### src/rtl/tsamp_pkg.sv
package tsamp_pkg;
  localparam int HIT_W = 2;
  typedef logic [HIT_W-1:0] hit_t;

  // saturating increment of the per-period transition count
  function automatic hit_t sat_inc(input hit_t acc, input logic inc);
    if (!inc) return acc;
    if (acc == {HIT_W{1'b1}}) return acc;
    return acc + hit_t'(1);
  endfunction

  // glitch rule: extra activity beyond the net change of the sampled level
  function automatic logic glitch_fn(input logic changed, input hit_t hits);
    if (changed) return (hits >= hit_t'(2));
    return (hits != hit_t'(0));
  endfunction
endpackage

### src/rtl/tsamp_divider.sv
module tsamp_divider #(
  parameter int PER_W = 4
) (
  input  logic             clk,
  input  logic             rst_n,
  input  logic [PER_W-1:0] period,
  output logic             tick,
  output logic             per_one
);
  function automatic logic [PER_W-1:0] eff_period(input logic [PER_W-1:0] p);
    return (p == '0) ? {{(PER_W-1){1'b0}}, 1'b1} : p;
  endfunction

  logic [PER_W-1:0] cnt_q;
  logic [PER_W-1:0] eff_per;

  assign eff_per = eff_period(period);
  assign per_one = (eff_per == {{(PER_W-1){1'b0}}, 1'b1});
  assign tick    = (cnt_q >= eff_per - {{(PER_W-1){1'b0}}, 1'b1});

  always_ff @(posedge clk) begin
    if (!rst_n)    cnt_q <= '0;
    else if (tick) cnt_q <= '0;
    else           cnt_q <= cnt_q + {{(PER_W-1){1'b0}}, 1'b1};
  end


  tick_gap_chk: assert property (@(posedge clk) disable iff (!rst_n)
    tick |=> (!tick || per_one));
endmodule

### src/rtl/tsamp_chan.sv
module tsamp_chan
  import tsamp_pkg::*;
(
  input  logic clk,
  input  logic rst_n,
  input  logic din_bit,
  input  logic tick,
  input  logic mask,
  output logic smp_bit,
  output logic glitch_bit
);
  logic last_q;
  hit_t acc_q;
  hit_t hits_now;
  logic step_now;
  logic changed;

  assign step_now = din_bit ^ last_q;
  assign hits_now = sat_inc(acc_q, step_now);
  assign changed  = din_bit ^ smp_bit;

  always_ff @(posedge clk) begin
    if (!rst_n) begin
      last_q     <= 1'b0;
      acc_q      <= '0;
      smp_bit    <= 1'b0;
      glitch_bit <= 1'b0;
    end else begin
      last_q <= din_bit;
      if (tick) begin
        acc_q      <= '0;
        smp_bit    <= din_bit;
        glitch_bit <= mask ? 1'b0 : glitch_fn(changed, hits_now);
      end else begin
        acc_q <= hits_now;
      end
    end
  end


  single_step_chk: assert property (@(posedge clk) disable iff (!rst_n)
    (tick && changed && hits_now == hit_t'(1)) |=> !glitch_bit);


  hidden_pulse_chk: assert property (@(posedge clk) disable iff (!rst_n)
    (tick && !mask && !changed && hits_now != hit_t'(0)) |=> glitch_bit);
endmodule

### src/rtl/tsamp_top.sv
module tsamp_top #(
  parameter int NCH   = 4,
  parameter int PER_W = 4
) (
  input  logic             clk,
  input  logic             rst_n,
  input  logic [PER_W-1:0] period,
  input  logic [NCH-1:0]   din,
  output logic             smp_valid,
  output logic [NCH-1:0]   smp_data,
  output logic [NCH-1:0]   smp_glitch
);
  logic tick;
  logic per_one;
  logic primed_q;
  logic mask;

  tsamp_divider #(.PER_W(PER_W)) u_div (
    .clk(clk), .rst_n(rst_n), .period(period), .tick(tick), .per_one(per_one)
  );

  assign mask = !primed_q || per_one;

  always_ff @(posedge clk) begin
    if (!rst_n) begin
      primed_q  <= 1'b0;
      smp_valid <= 1'b0;
    end else begin
      smp_valid <= tick;
      if (tick) primed_q <= 1'b1;
    end
  end

  for (genvar i = 0; i < NCH; i++) begin : g_lane
    tsamp_chan u_chan (
      .clk(clk), .rst_n(rst_n), .din_bit(din[i]), .tick(tick), .mask(mask),
      .smp_bit(smp_data[i]), .glitch_bit(smp_glitch[i])
    );
  end


  strobe_follow_chk: assert property (@(posedge clk) disable iff (!rst_n)
    tick |=> smp_valid);

  strobe_quiet_chk: assert property (@(posedge clk) disable iff (!rst_n)
    !tick |=> !smp_valid);

  per_one_clean_chk: assert property (@(posedge clk) disable iff (!rst_n)
    (tick && per_one) |=> (smp_glitch == '0));

  first_clean_chk: assert property (@(posedge clk) disable iff (!rst_n)
    (tick && !primed_q) |=> (smp_glitch == '0));

  hold_chk: assert property (@(posedge clk) disable iff (!rst_n)
    !tick |=> ($stable(smp_data) && $stable(smp_glitch)));
endmodule

### config.mk
export PLATFORM = sky130hd
export DESIGN_NAME = tsamp_top
export DESIGN_NICKNAME = d
export VERILOG_FILES = /design/src/rtl/tsamp_pkg.sv /design/src/rtl/tsamp_divider.sv /design/src/rtl/tsamp_chan.sv /design/src/rtl/tsamp_top.sv
export SDC_FILE = /design/constraint.sdc
export NUM_CORES = 1
export LEC_CHECK = 0
export CORE_UTILIZATION = 55
export DETAILED_ROUTE_END_ITERATION = 7
export DONT_BUFFER_PORTS = 1
export GPL_ROUTABILITY_DRIVEN = 1
export GPL_TIMING_DRIVEN = 0
export HOLD_SLACK_MARGIN = 0.12
export PLACE_DENSITY = 0.79
export SETUP_SLACK_MARGIN = 0.5
export SLEW_MARGIN = 20
export SYNTH_ARGS = -nofsm -noshare
export SYNTH_HDL_FRONTEND = slang
export SYNTH_SLANG_ARGS = --single-unit
### constraint.sdc
create_clock -name clk -period 2.15 [get_ports clk]
set_input_delay 0.215 -clock clk [delete_from_list [all_inputs] [get_ports clk]]
set_output_delay 0.215 -clock clk [all_outputs]
set_load 0.02 [all_outputs]
==> flow_summary.toml <==
[cells_and_area]
layout_commonest_cell = "dfxtp_1"
insertedDiodeCount = 0
regArea_um2 = 521.8
fill_cells = 176
drive_above_1_share = 0.2258
multi_input_area_um2 = 778.2
nNetsFinal = 173
final_cell_mix = "dfxtp_1, nor2_1, inv_1, buf_4, a21oi_1"
syn_to_final_growth_pct = 14.98

[clock_tree]
clkTransAtPathRegs_ns = 0.14
clock_latency_ns = 0.33
cts_root_buf = "clkbuf_4"
htreeDepth = 1
cts.path.max_buffers = 2
cts_sinks = 26
cts_tree = "yes"
cts_buffers = 3

[synth]
ys.flop_type = "dfxtp_1"
synth.avg_cell_area_um2 = 9.276
syn-num-nets = 162
syn_area_um2 = 1345
synthArstFlopShare = 0
ys_ff_latch = 26
netlist.area_leader.share = 0.3870
synthTopCellsByArea = "dfxtp_1, ha_1, buf_4"
yosysSeqAreaShare = 0.3870
synthCells = 145
synth_edf_count = 0
yosysWarnings = 0
synth_top_area_cell = "dfxtp_1"
synth.distinct_cells = 33

[global_routing]
grt_util_all_layers = 0.2108
grt_pass1_vias = 980
grt_pass1_wl_um = 4133
antenna_found_initial = 0
gr-total-overflow = 0
grt_max_degree = 15

[die]
chipWidth_um = 51.45
start_util = 0.5966
fp.dieH_um = 51.45
rows = 17
io_pins = 19
die_area_um2 = 2647
core-area_um2 = 2255

[drt]
viasPerCell = 5.585
drt-wirelength-per-cell_um = 14.15
drc = 0
drtIter0Drc = 13
final_antenna_net_count = 0
num_vias = 1022
wirelength_um = 2590
firstDrtPassIters = 4

[place]
place_ws_ns = 0.09900
port_buffers = 0
hpwl_um = 1809
gp_congestion = 0.8034

[pwr]
comb_power_share = 0.291
p_int_mw = 0.8002
peakVddDrop_mv = 0.4591
pwr-share-clk = 0.215
total_power_mw = 1.180
p_leak_nw = 0.6877
p_sw_mw = 0.3796
power_density_nw_per_um2 = 762.9
p_seq_frac = 0.495
swShare = 0.3218

[critical_path]
worstSetupPathType = "input pin to flop"
crit_fanout = 4
cp_slowest_stage_delay_ns = 0.38
cpLargestDelayFamily = "simple AND/OR/NAND/NOR gates"
crit_required_ns = 2.43
cp_slowest_cell = "nor4_4"
cpMostUsedCell = "ha_4"
cp.arrival_ns = 1.94
startpoint_type = "input pin"
crit_chain = "nor3_4 -> or2_4 -> inv_4 -> ha_4 -> xnor2_4 -> ha_4 -> o21ai_2 -> and2b_4 -> nor4_4 -> a32o_1"
end_kind = "flop"
critical_path_buf_inv_count = 1

[timing]
grt_setup_unrepaired = "true"
slew_headroom = 0.7204
period_share = 0.7690
hold_violations = 0
fin_crit_ns = 1.653
drv_slew = 0
finClkSkew_ns = 0.002033
worst_pin_slew_ns = 0.4158
timing.fmax_mhz = 604.8
finalSetupTns_ns = 0
final.setup.worst_slack_ns = 0.4966
setup_violations = 0

[status]
status = "complete, no violations"

[run]
drv_cap = 0

[hold_path]
hold_class = "input pin to flop"
area by class of cell:
type,count,area share
Multi-Input combinational cell,98,0.5032
Sequential cell,26,0.3374
Buffer,10,0.04935
Timing Repair Buffer,6,0.03560
Inverter,11,0.02832
Clock buffer,4,0.02346
Tap cell,28,0.02265
Yosys cell counts, types with 2 or more instances:
cell / n
a211o_1: 4
nor3_2: 3
buf_4: 8
nor3_1: 2
and2_1: 4
xor2_1: 5
xnor2_1: 2
o31ai_1: 2
nand2_1: 7
nand3_1: 5
ha_1: 7
inv_1: 11
nor2b_1: 4
mux2i_1: 4
a21o_1: 4
nor2_1: 15
o21ai_0: 4
a32o_1: 4
o21ai_2: 2
dfxtp_1: 26
and3b_1: 2
a21oi_1: 9
power groups by stage:
stage / logic [mW] / registers [mW] / clock network [mW]
after global routing: 0.380 / 0.590 / 0.271
after floorplan: 0.267 / 0.580 / 0
after global placement: 0.301 / 0.588 / 0
after detailed placement: 0.310 / 0.593 / 0
final: 0.343 / 0.584 / 0.253
after CTS: 0.323 / 0.583 / 0.256
metal layers:
metal | share of wire | vias to the layer above | wire [µm] | global-route usage
li1 | - | 511 | - | -
met4 | 0.011 | 0 | 29 | 0.08108
met5 | 0 | - | 0 | 0
met2 | 0.52 | 24 | 1344 | 0.3723
met1 | 0.43 | 482 | 1125 | 0.2564
met3 | 0.035 | 5 | 90 | 0.02679
sequential cells by signal, indices dropped and copies added, names as in the netlist:
signal / count
u_div.cnt_q: 4
g_lane.u_chan.smp_bit: 4
g_lane.u_chan.last_q: 4
primed_q: 1
g_lane.u_chan.acc_q: 8
smp_valid: 1
g_lane.u_chan.glitch_bit: 4
tightest hold or removal path: stages:
cell and delay (ns):
xor2_1 0.07, nor2_1 0.09, nor3_1 0.05
logic make-up (layout without fill, tap and decap cells):
logic type               count (synthesis)  in the layout  share of synthesized area
XOR/XNOR                                 7              7                    0.04558
AND/OR/NAND/NOR                         49             49                     0.2195
multiplexers                             4              4                    0.02977
AO/OA/AOI/OAI                           31             31                     0.1656
buffers and inverters                   21             31                    0.08744
adder cells (fa/ha/maj)                  7              7                    0.06511
flip-flops                              26             26                     0.3870
what timing repair did:
action	in CTS	in global routing
endpoints found under the hold margin	8	0
resized for setup	2	5
hold buffers	4	0
endpoints found under the setup margin	14	18
pin swaps	3	9
buffers inserted	0	2
cloned	0	0
worst paths after layout:
| check | to | slack [ns] | depth (start not counted) | from |
|---|---|---|---|---|
| max reg2reg | g_lane[2].u_chan.glitch_bit | 0.56 | 6 | u_div.cnt_q[0] |
| min | g_lane[3].u_chan.acc_q[0] | 0.13 | 3 | din[3] |
| max | g_lane[2].u_chan.glitch_bit | 0.50 | 10 | period[2] |
| min reg2reg | u_div.cnt_q[0] | 0.46 | 1 | u_div.cnt_q[0] |
stage by stage:
stage / std cells / util / instance area [µm²] / hold WS [ns]
2_1_floorplan: 145 / - / 1374 / 0.3367
3_3_place_gp: 173 / 0.6249 / 1409 / 0.3394
3_5_place_dp: 173 / 0.6249 / 1409 / 0.3401
4_1_cts: 181 / 0.6626 / 1494 / 0.1254
5_1_grt: 183 / 0.6859 / 1546 / 0.1430
6_report: 183 / 0.6859 / 1546 / 0.1264
Power figures use the tool's default switching activity.
